`config.mk`:
```
export PLATFORM = sky130hd
export DESIGN_NAME = redun_vote_unit
export DESIGN_NICKNAME = d
export VERILOG_FILES = /design/src/rtl/rvu_pkg.sv /design/src/rtl/rvu_mode_ctrl.sv /design/src/rtl/rvu_pair_cmp.sv /design/src/rtl/rvu_tmr_vote.sv /design/src/rtl/rvu_err_log.sv /design/src/rtl/redun_vote_unit.sv
export SDC_FILE = /design/constraint.sdc
export NUM_CORES = 1
export LEC_CHECK = 0
export BUFFER_PORTS_ARGS = -buffer_cell sky130_fd_sc_hd__buf_2
export CORE_UTILIZATION = 51
export DETAILED_ROUTE_END_ITERATION = 12
export GPL_TIMING_DRIVEN = 0
export MAX_ROUTING_LAYER = met4
export PLACE_DENSITY = 0.94
export SLEW_MARGIN = 0
export SYNTH_ARGS = -nofsm -noshare
export SYNTH_HDL_FRONTEND = slang
export SYNTH_SLANG_ARGS = --single-unit
```
`constraint.sdc`:
```
create_clock -name clk -period 2.2 [get_ports clk]
set_clock_uncertainty 0.05 [all_clocks]
set_input_delay 0 -clock clk [delete_from_list [all_inputs] [get_ports clk]]
set_output_delay 0 -clock clk [all_outputs]
set_load 0.01 [all_outputs]
```
`src/rtl/rvu_pkg.sv`:
```
package rvu_pkg;

    localparam int NSOCK  = 4;
    localparam int NPAIR  = NSOCK / 2;
    localparam int IDX_W  = $clog2(NSOCK);
    localparam int FLAG_W = 5;
    localparam int STAT_W = FLAG_W + IDX_W;

    // status flag positions (software decodes these)
    localparam int F_PAIR0  = 0;
    localparam int F_PAIR1  = 1;
    localparam int F_OUTVOT = 2;
    localparam int F_NOMAJ  = 3;
    localparam int F_VALMIS = 4;

    typedef enum logic [1:0] {
        MODE_QUAD   = 2'd0,
        MODE_DUAL   = 2'd1,
        MODE_TRIPLE = 2'd2,
        MODE_SINGLE = 2'd3
    } grp_mode_e;

    typedef enum logic {
        ST_RUN    = 1'b0,
        ST_SETTLE = 1'b1
    } ctl_state_e;

endpackage

```
`src/rtl/rvu_mode_ctrl.sv`:
```
module rvu_mode_ctrl
    import rvu_pkg::*;
(
    input  logic        clk,
    input  logic        rst_n,
    input  logic        mode_wr,
    input  logic [1:0]  mode_wdata,
    output grp_mode_e   mode_q,
    output logic        capture_en
);

    ctl_state_e state_q, state_d;
    grp_mode_e  mode_d;

    // state and mode register
    always_ff @(posedge clk or negedge rst_n) begin
        if (!rst_n) begin
            state_q <= ST_RUN;
            mode_q  <= MODE_QUAD;
        end else begin
            state_q <= state_d;
            mode_q  <= mode_d;
        end
    end

    // next state and outputs
    always_comb begin
        state_d    = state_q;
        mode_d     = mode_q;
        capture_en = 1'b0;
        unique case (state_q)
            ST_RUN: begin
                if (mode_wr) begin
                    state_d = ST_SETTLE;
                    mode_d  = grp_mode_e'(mode_wdata);
                end else begin
                    capture_en = 1'b1;
                end
            end
            ST_SETTLE: begin
                if (mode_wr) begin
                    mode_d = grp_mode_e'(mode_wdata);
                end else begin
                    state_d = ST_RUN;
                end
            end
        endcase
    end

endmodule

```
`src/rtl/rvu_pair_cmp.sv`:
```
module rvu_pair_cmp #(
    parameter int W = 8
) (
    input  logic         va,
    input  logic         vb,
    input  logic [W-1:0] da,
    input  logic [W-1:0] db,
    output logic         both,
    output logic         partial,
    output logic         differ
);

    always_comb begin
        both    = va & vb;
        partial = va ^ vb;
        differ  = both && (da != db);
    end

endmodule

```
`src/rtl/rvu_tmr_vote.sv`:
```
module rvu_tmr_vote
    import rvu_pkg::*;
#(
    parameter int W = 8
) (
    input  logic [2:0]       v,
    input  logic [W-1:0]     a,
    input  logic [W-1:0]     b,
    input  logic [W-1:0]     c,
    output logic             all_ok,
    output logic             partial,
    output logic [W-1:0]     maj,
    output logic             outvote,
    output logic [IDX_W-1:0] odd_idx,
    output logic             no_maj
);

    logic eq_ab, eq_ac, eq_bc;

    always_comb begin
        all_ok  = &v;
        partial = (|v) && !(&v);
        maj     = (a & b) | (a & c) | (b & c);
        eq_ab   = (a == b);
        eq_ac   = (a == c);
        eq_bc   = (b == c);
        outvote = 1'b0;
        odd_idx = '0;
        no_maj  = 1'b0;
        if (all_ok) begin
            if (eq_ab && eq_ac) begin
                outvote = 1'b0;
            end else if (eq_ab) begin
                outvote = 1'b1;
                odd_idx = IDX_W'(2);
            end else if (eq_ac) begin
                outvote = 1'b1;
                odd_idx = IDX_W'(1);
            end else if (eq_bc) begin
                outvote = 1'b1;
                odd_idx = IDX_W'(0);
            end else begin
                no_maj = 1'b1;
            end
        end
    end

endmodule

```
`src/rtl/rvu_err_log.sv`:
```
module rvu_err_log
    import rvu_pkg::*;
(
    input  logic              clk,
    input  logic              rst_n,
    input  logic [FLAG_W-1:0] set_flags,
    input  logic [IDX_W-1:0]  set_idx,
    input  logic              clr,
    input  logic [FLAG_W-1:0] clr_mask,
    output logic [STAT_W-1:0] status
);

    logic [FLAG_W-1:0] flags_q, flags_d, clr_eff;
    logic [IDX_W-1:0]  idx_q, idx_d;

    always_comb begin
        clr_eff = clr ? clr_mask : '0;
        flags_d = (flags_q & ~clr_eff) | set_flags;
        idx_d   = idx_q;
        if (set_flags[F_OUTVOT]) begin
            idx_d = set_idx;
        end else if (clr_eff[F_OUTVOT]) begin
            idx_d = '0;
        end
    end

    always_ff @(posedge clk or negedge rst_n) begin
        if (!rst_n) begin
            flags_q <= '0;
            idx_q   <= '0;
        end else begin
            flags_q <= flags_d;
            idx_q   <= idx_d;
        end
    end

    assign status = {idx_q, flags_q};

endmodule

```
`src/rtl/redun_vote_unit.sv`:
```
module redun_vote_unit
    import rvu_pkg::*;
#(
    parameter int W = 8
) (
    input  logic                 clk,
    input  logic                 rst_n,
    input  logic                 mode_wr,
    input  logic [1:0]           mode_wdata,
    output logic [1:0]           mode_q,
    input  logic [NSOCK-1:0]     sock_valid,
    input  logic [NSOCK*W-1:0]   sock_data,
    output logic [NSOCK-1:0]     out_valid,
    output logic [NSOCK*W-1:0]   out_data,
    input  logic                 err_clr,
    input  logic [FLAG_W-1:0]    err_clr_mask,
    output logic [STAT_W-1:0]    err_status
);

    localparam int DW = NSOCK * W;

    grp_mode_e         mode_cur;
    logic              capture_en;
    logic [NPAIR-1:0]  pr_both, pr_part, pr_diff;
    logic              tv_all, tv_part, tv_out, tv_nomaj;
    logic [W-1:0]      tv_maj;
    logic [IDX_W-1:0]  tv_idx;
    logic [NSOCK-1:0]  lane_v;
    logic [DW-1:0]     lane_d;
    logic [FLAG_W-1:0] flags_raw, flags_gated;
    logic [NSOCK-1:0]  ov_q;
    logic [DW-1:0]     od_q;

    rvu_mode_ctrl u_ctrl (
        .clk        (clk),
        .rst_n      (rst_n),
        .mode_wr    (mode_wr),
        .mode_wdata (mode_wdata),
        .mode_q     (mode_cur),
        .capture_en (capture_en)
    );

    for (genvar p = 0; p < NPAIR; p++) begin : g_pair
        rvu_pair_cmp #(.W(W)) u_cmp (
            .va      (sock_valid[2*p]),
            .vb      (sock_valid[2*p+1]),
            .da      (sock_data[(2*p)*W +: W]),
            .db      (sock_data[(2*p+1)*W +: W]),
            .both    (pr_both[p]),
            .partial (pr_part[p]),
            .differ  (pr_diff[p])
        );
    end

    rvu_tmr_vote #(.W(W)) u_vote (
        .v       (sock_valid[2:0]),
        .a       (sock_data[0 +: W]),
        .b       (sock_data[W +: W]),
        .c       (sock_data[2*W +: W]),
        .all_ok  (tv_all),
        .partial (tv_part),
        .maj     (tv_maj),
        .outvote (tv_out),
        .odd_idx (tv_idx),
        .no_maj  (tv_nomaj)
    );

    // lane routing and fault flags per grouping
    always_comb begin
        lane_v    = '0;
        lane_d    = '0;
        flags_raw = '0;
        unique case (mode_cur)
            MODE_QUAD: begin
                lane_v = sock_valid;
                lane_d = sock_data;
            end
            MODE_DUAL: begin
                for (int p = 0; p < NPAIR; p++) begin
                    lane_v[p]          = pr_both[p];
                    lane_d[p*W +: W]   = sock_data[(2*p)*W +: W];
                    flags_raw[F_PAIR0 + p] = pr_diff[p];
                end
                flags_raw[F_VALMIS] = |pr_part;
            end
            MODE_TRIPLE: begin
                lane_v[0]           = tv_all;
                lane_d[0 +: W]      = tv_maj;
                flags_raw[F_OUTVOT] = tv_out;
                flags_raw[F_NOMAJ]  = tv_nomaj;
                flags_raw[F_VALMIS] = tv_part;
            end
            MODE_SINGLE: begin
                lane_v[0]           = pr_both[0];
                lane_d[0 +: W]      = sock_data[0 +: W];
                flags_raw[F_PAIR0]  = pr_diff[0];
                flags_raw[F_VALMIS] = pr_part[0];
            end
        endcase
        for (int i = 0; i < NSOCK; i++) begin
            if (!lane_v[i]) begin
                lane_d[i*W +: W] = '0;
            end
        end
    end

    assign flags_gated = capture_en ? flags_raw : '0;

    always_ff @(posedge clk or negedge rst_n) begin
        if (!rst_n) begin
            ov_q <= '0;
            od_q <= '0;
        end else if (capture_en) begin
            ov_q <= lane_v;
            od_q <= lane_d;
        end else begin
            ov_q <= '0;
            od_q <= '0;
        end
    end

    rvu_err_log u_log (
        .clk       (clk),
        .rst_n     (rst_n),
        .set_flags (flags_gated),
        .set_idx   (tv_idx),
        .clr       (err_clr),
        .clr_mask  (err_clr_mask),
        .status    (err_status)
    );

    assign mode_q    = mode_cur;
    assign out_valid = ov_q;
    assign out_data  = od_q;

endmodule

```
==> results.yml, run 1 <==
setup_path:
  endpoint_kind: "flip-flop"
  rrSetupSlack_ns: 0.03
  required_ns: 2.39
  path_max_fanout: 10
  crit_type: "flip-flop to flip-flop"
  critPathArrivalTime_ns: 2.36
  cp-start-kind: "flip-flop"
power:
  peakVddDrop_mv: 0.348
  finalPower_mw: 1.88
  p_leak_nw: 1.94
  p_per_area_nw_per_um2: 539
logic_synthesis:
  ys_warn_count: 0
  synth_area_leaders: "dfrtp_1, ha_1, and3_1"
  syn-num-nets: 278
  synth_seq_area_share: 0.497
  synthDistinctLibCells: 34
  synth_top_area_frac: 0.497
  syn-mean-instance-area_um2: 11.4
  syn-instance-count: 204
  synth.cell_area_um2: 2320
  synth-seq-cells: 46
  synth_top_area_cell: "dfrtp_1"
clock_network:
  clk_pin_slew_ns: 0.09
  ctsResizeCount: 0
  cts_tree: "done"
  cts_sinks: 46
  cts_root_buf: "clkbuf_8"
  clkLatencyLatePin_ns: 0.31
  cts_buffer_depth: 2
  cts_buffers: 5
  htreeDepth: 2
cells_and_area:
  nets: 431
  finish.utilization: 0.801
  multi_input_area_um2: 1110
  layout_commonest_cell: "buf_2"
  final_cell_mix: "buf_2, dlygate4sd3_1, dfrtp_1, ha_1, nor2_1"
  final-seq-area_um2: 1150
  fill_cells: 250
  layout-drive-gt1-share: 0.310
  final_area_um2: 3490
  area_growth_pct: 50.6
floorplan:
  ios: 92
  core_um2: 4350
  std_cell_rows: 24
  die_area_um2: 4810
  die_y_um: 69.4
  initial_utilization: 0.532
  die_x_um: 69.4
drt:
  routed_wl_mm: 7.21
  ant_nets: 0
  wire_per_inst_um: 17.5
  dr_total_vias: 2306
  drtIter0Drc: 256
  drc_errors: 0
  via_per_inst: 5.61
  firstDrtPassIters: 5
sta:
  finalHoldViolations: 0
  slew_headroom: 0.340
  fmax_mhz: 460
  worst_slew_pin_slew_ns: 0.990
  maxSlewViolCount: 0
  fin_ws_ns: 0.0275
  setup_tns_ns: 0
  post-route-period-util: 0.988
  setup_viol: 0
  min_period_ns: 2.17
grt:
  grt-ovfl-total: 0
  grt_first_pass_wirelength_mm: 11.3
  grt_pass1_vias: 2387
  grt_max_degree: 47
  grt_use_total: 0.310
  antenna_found_initial: 1
flow_run:
  maxCapViolations: 0
place:
  dpl_cell_area_um2: 2840
  hpwl_mm: 4.04
  gp_congestion: 0.907
  post-place-ws_ns: 0.631
  io_buffer_count: 91
outcome:
  status: "completed"
worst_hold_path:
  hold_path.class: "primary input to flip-flop"
-- report_power, final --
group,switching [mW],internal [mW]
logic,0.210,0.197
clock network,0.298,0.288
registers,0.0160,0.870
-- path summary, 6_finish.rpt --
check                           cells after the start                to             start
worst max-delay path                                4      out_data[26]  u_ctrl.mode_q[1]
worst min-delay path                                4    u_log.idx_q[1]   err_clr_mask[2]
worst max register to register                      4      out_data[26]  u_ctrl.mode_q[1]
worst min register to register                      2  u_log.flags_q[1]  u_log.flags_q[1]
max in group asynchronous                           2      out_data[25]             rst_n
min in group asynchronous                           2  u_log.flags_q[0]             rst_n
-- layer usage --
metal  global-route usage  share of wire
met1                0.360           0.39
met2                0.521           0.50
met3               0.0640          0.059
met4                0.134          0.051
met5                    -              0
-- state kept, by name, indices dropped and copies added (netlist names) --
| name | cells |
|---|---|
| out_valid | 4 |
| u_ctrl.state_q | 1 |
| out_data | 32 |
| u_log.idx_q | 2 |
| u_log.flags_q | 5 |
| u_ctrl.mode_q | 2 |
-- area by class of cell --
type	count	share of cell area
tap	52	0.0187
inverter	5	0.00538
antenna	1	0.000718
multi-input combinational	147	0.318
buffer	6	0.0108
clock buffer	7	0.0276
sequential	46	0.330
clock inverter	1	0.00251
timing repair buffer	146	0.286
-- timing repair --
action                                 4_1_cts  5_1_grt
setup buffers                                0        3
hold buffers                                52        0
endpoints found under the hold margin       85        0
setup endpoints to repair                    0        5
-- synth_stat cells (all sizes together) --
| cell type | n |
|---|---|
| a211oi | 8 |
| a21boi | 1 |
| a21oi | 3 |
| a22o | 2 |
| a2bb2oi | 1 |
| a41o | 1 |
| and2 | 5 |
| and2b | 1 |
| and3 | 16 |
| buf | 4 |
| clkbuf | 2 |
| dfrtp | 46 |
| ha | 27 |
| inv | 5 |
| mux2 | 2 |
| mux2i | 9 |
| nand2 | 15 |
| nand3 | 1 |
| nand4 | 3 |
| nor2 | 17 |
| nor2b | 1 |
| nor3 | 9 |
| nor4 | 7 |
| o2111ai | 1 |
| o21ai | 7 |
| o2bb2ai | 1 |
| o32ai | 1 |
| xnor2 | 8 |
-- cells by family after synthesis --
family,Yosys count,share of synthesized area
xor gates and xnor gates,8,0.0303
buffers and inverters,11,0.0243
AOI/OAI and AO/OA,26,0.0778
DFF,46,0.497
muxes,11,0.0486
adders and majority gates,27,0.146
and+or+nand+nor,75,0.176
-- per-stage QoR --
stage	hold WS [ns]	std cells
3_3_place_gp	0.149	347
2_1_floorplan	-0.346	204
4_1_cts	0.0144	407
6_report	0.00622	411
3_5_place_dp	0.167	347
5_1_grt	0.0382	411
-- worst max-delay path: stages, from the launching register on --
cell,delay [ns]
dfrtp_1,0.51
nor4_4,0.46
clkbuf_2,0.28
and3_1,0.21
dlygate4sd3_1,0.58
No activity file was read; power rests on OpenSTA's default activity.
==> inputs of run 2 (changes only) <==
--- a/config.mk
+++ b/config.mk
@@ -10,8 +10,9 @@
 export DETAILED_ROUTE_END_ITERATION = 12
 export GPL_TIMING_DRIVEN = 0
 export MAX_ROUTING_LAYER = met4
-export PLACE_DENSITY = 0.94
+export PLACE_DENSITY = 0.93
 export SLEW_MARGIN = 0
 export SYNTH_ARGS = -nofsm -noshare
 export SYNTH_HDL_FRONTEND = slang
+export SYNTH_HIERARCHICAL = 1
 export SYNTH_SLANG_ARGS = --single-unit
==> run 2 against run 1 <==
Synthesized cell count is 8.3% higher. Global-route usage up 0.16 points. Total power shrank 2.8%. Utilization fell by 1.2 points. Worst setup slack improved by 0.11 ns. Area after synthesis rose by 6.7%. Cell count rose by 1.9%. Maximum frequency rose by 5.5%. Critical path depth grew 5. Combinational power rose by 3%. Critical path type is now primary input to flip-flop. Critical endpoint is now u_log/idx_q[1].
==> results.yml, run 2 <==
grt:
  grt_pass1_vias: 2444
  antenna_found_initial: 0
  grt_first_pass_wirelength_mm: 11.7
  grt_max_degree: 47
  grt-ovfl-total: 0
  grt_use_total: 0.312
logic_synthesis:
  synthAdderAreaFrac: 0.132
  synth_top_area_frac: 0.466
  syn-num-nets: 294
  synthTopCellsByCount: "dfrtp_1, ha_1, nand2_1"
  synth_compound_area_frac: 0.0628
  synth_area_leaders: "dfrtp_1, ha_1, xor2_1"
  syn-instance-count: 221
  synth-edff-count: 0
  synth_top_area_cell: "dfrtp_1"
  synth_ff_type: "dfrtp_1"
  syn-mean-instance-area_um2: 11.2
  synth_seq_area_share: 0.466
  synth-seq-cells: 46
  async_flop_share: 1.00
  synthMuxAreaShare: 0.0506
  synth_xor_area_frac: 0.0567
  synth.most_common_cell: "dfrtp_1"
  synth_simple_gate_area_share: 0.210
  synthDistinctLibCells: 35
  synth_top_family_by_area: "simple AND/OR/NAND/NOR gates"
  ys_warn_count: 6
  synth.cell_area_um2: 2470
setup_path:
  endpoint_kind: "flip-flop"
  required_ns: 2.34
  timing.rr.start: "u_ctrl/mode_q[0]"
  r2r_cells: 5
  critPathArrivalTime_ns: 2.20
  crit_type: "primary input to flip-flop"
  path_max_fanout: 5
  critPathSlowestCell: "dlygate4sd3_1"
  max_stage_delay_ns: 0.53
  rrSetupSlack_ns: 0.38
  cp-start-kind: "primary input"
  crit_chain: "dlygate4sd3_1 -> buf_2 -> ha_1 -> nor4_1 -> nand2_1 -> a31oi_1 -> and3_2 -> nor2b_1 -> a22o_1"
  r2r-end: "out_data[11]"
floorplan:
  initial_utilization: 0.549
  die_y_um: 71.6
  die_area_um2: 5130
  core_um2: 4500
  ios: 92
  std_cell_rows: 24
  die_x_um: 71.6
worst_hold_path:
  min_to: "u_log/flags_q[2]"
  hp-start: "err_clr"
  holdPathStages: 3
  hold_path.class: "primary input to flip-flop"
clock_network:
  cts_tree: "done"
  cts_buffer_depth: 2
  clk_pin_slew_ns: 0.08
  cts_buffers: 5
  cts_root_buf: "clkbuf_8"
  cts_sinks: 46
  htreeDepth: 2
  clkLatencyLatePin_ns: 0.29
  ctsResizeCount: 0
cells_and_area:
  nets: 439
  finalNonFillerCells: 419
  finish.utilization: 0.789
  layout-drive-gt1-share: 0.365
  final_cell_mix: "buf_2, dlygate4sd3_1, dfrtp_1, nand2_1, ha_1"
  area_growth_pct: 43.7
  diodes: 0
  largest_register_ff_count: 32
  layout_commonest_cell: "buf_2"
drt:
  drc_errors: 0
  ant_nets: 0
  routed_wl_mm: 7.22
  firstDrtPassIters: 4
  met3_length_um: 485
  met1_length_mm: 2.91
  top_layer: "met4"
  dr_total_vias: 2269
  drtIter0Drc: 162
  via_per_inst: 5.42
  dr_wl_met2_mm: 3.55
  wire_per_inst_um: 17.2
sta:
  slew_headroom: 0.331
  setup_viol: 0
  post-route-period-util: 0.936
  fmax_mhz: 486
  rsz0062_at_grt: "no"
  maxSlewViolCount: 0
  setup_tns_ns: 0
  worst_slew_pin_slew_ns: 1.00
  hold_ws_ns: 0.0276
  finalHoldViolations: 0
  min_period_ns: 2.06
power:
  p_leak_nw: 2.00
  finalPower_mw: 1.83
  p_per_area_nw_per_um2: 514
  peakVddDrop_mv: 0.370
place:
  gp_congestion: 0.859
  dpl.cell_count: 364
  io_buffer_count: 91
  hpwl_mm: 4.28
outcome:
  status: "completed"
flow_run:
  maxCapViolations: 0
==> run 2: critical path: cells and delay by family <==
| family | cells | cell delay [ns] |
|---|---|---|
| adders and majority gates | 1 | 0.30 |
| buffers and inverters | 2 | 0.69 |
| AOI/OAI and AO/OA | 2 | 0.38 |
| and+or+nand+nor | 4 | 0.83 |
==> run 2: through the flow <==
step                      setup slack (ns)  cell area (um^2)
after floorplan                      0.689              2470
after global placement               0.433              2990
after detailed placement             0.429              2990
after CTS                            0.192              3550
after global routing                0.0272              3550
final                                0.140              3550
==> run 2: report_power, final <==
part | switching [mW] | internal, mW | total [mW] | leakage, nW
Combinational | 0.219 | 0.201 | 0.420 | 1.32
Clock | 0.297 | 0.223 | 0.520 | 0.0441
Sequential | 0.0159 | 0.870 | 0.886 | 0.630
==> run 2: worst max path at each step <==
stage	from	end	slack (ns)	cells past startpoint
after floorplan	u_ctrl/mode_q[0]	u_log/idx_q[0]	0.69	6
after global placement	sock_data[21]	u_log/idx_q[1]	0.43	8
after detailed placement	sock_data[21]	u_log/idx_q[0]	0.43	8
after CTS	sock_data[5]	u_log/idx_q[1]	0.19	9
after global routing	sock_data[4]	u_log/idx_q[1]	0.03	10
final	sock_data[13]	u_log/idx_q[1]	0.14	9
==> run 2: timing repair <==
item	CTS	global route
hold endpoints to repair	88	0
buffers inserted	0	0
hold buffers	47	0
==> run 2: kinds of logic (layout without fill, tap and decap cells) <==
kind of cell	count (synthesis)	after routing
and+or+nand+nor	90	90
DFF	46	46
adders and majority gates	26	26
AOI/OAI and AO/OA	22	22
xor gates and xnor gates	16	16
muxes	12	12
buffers and inverters	9	155
==> run 2: layer usage <==
| layer | up-vias | track usage |
|---|---|---|
| met5 | - | - |
| met4 | 0 | 0.155 |
| met3 | 27 | 0.0549 |
| met2 | 125 | 0.528 |
| met1 | 1062 | 0.357 |
| li1 | 1055 | - |
==> run 2: area by class of cell <==
class,count,area [um^2]
Clock buffer,5,68.8
Fill cell,279,952
Buffer,7,48.8
Multi-Input combinational cell,166,1260
Sequential cell,46,1150
Clock inverter,3,21.3
Inverter,2,7.51
Timing Repair Buffer,138,926
Tap cell,52,65.1
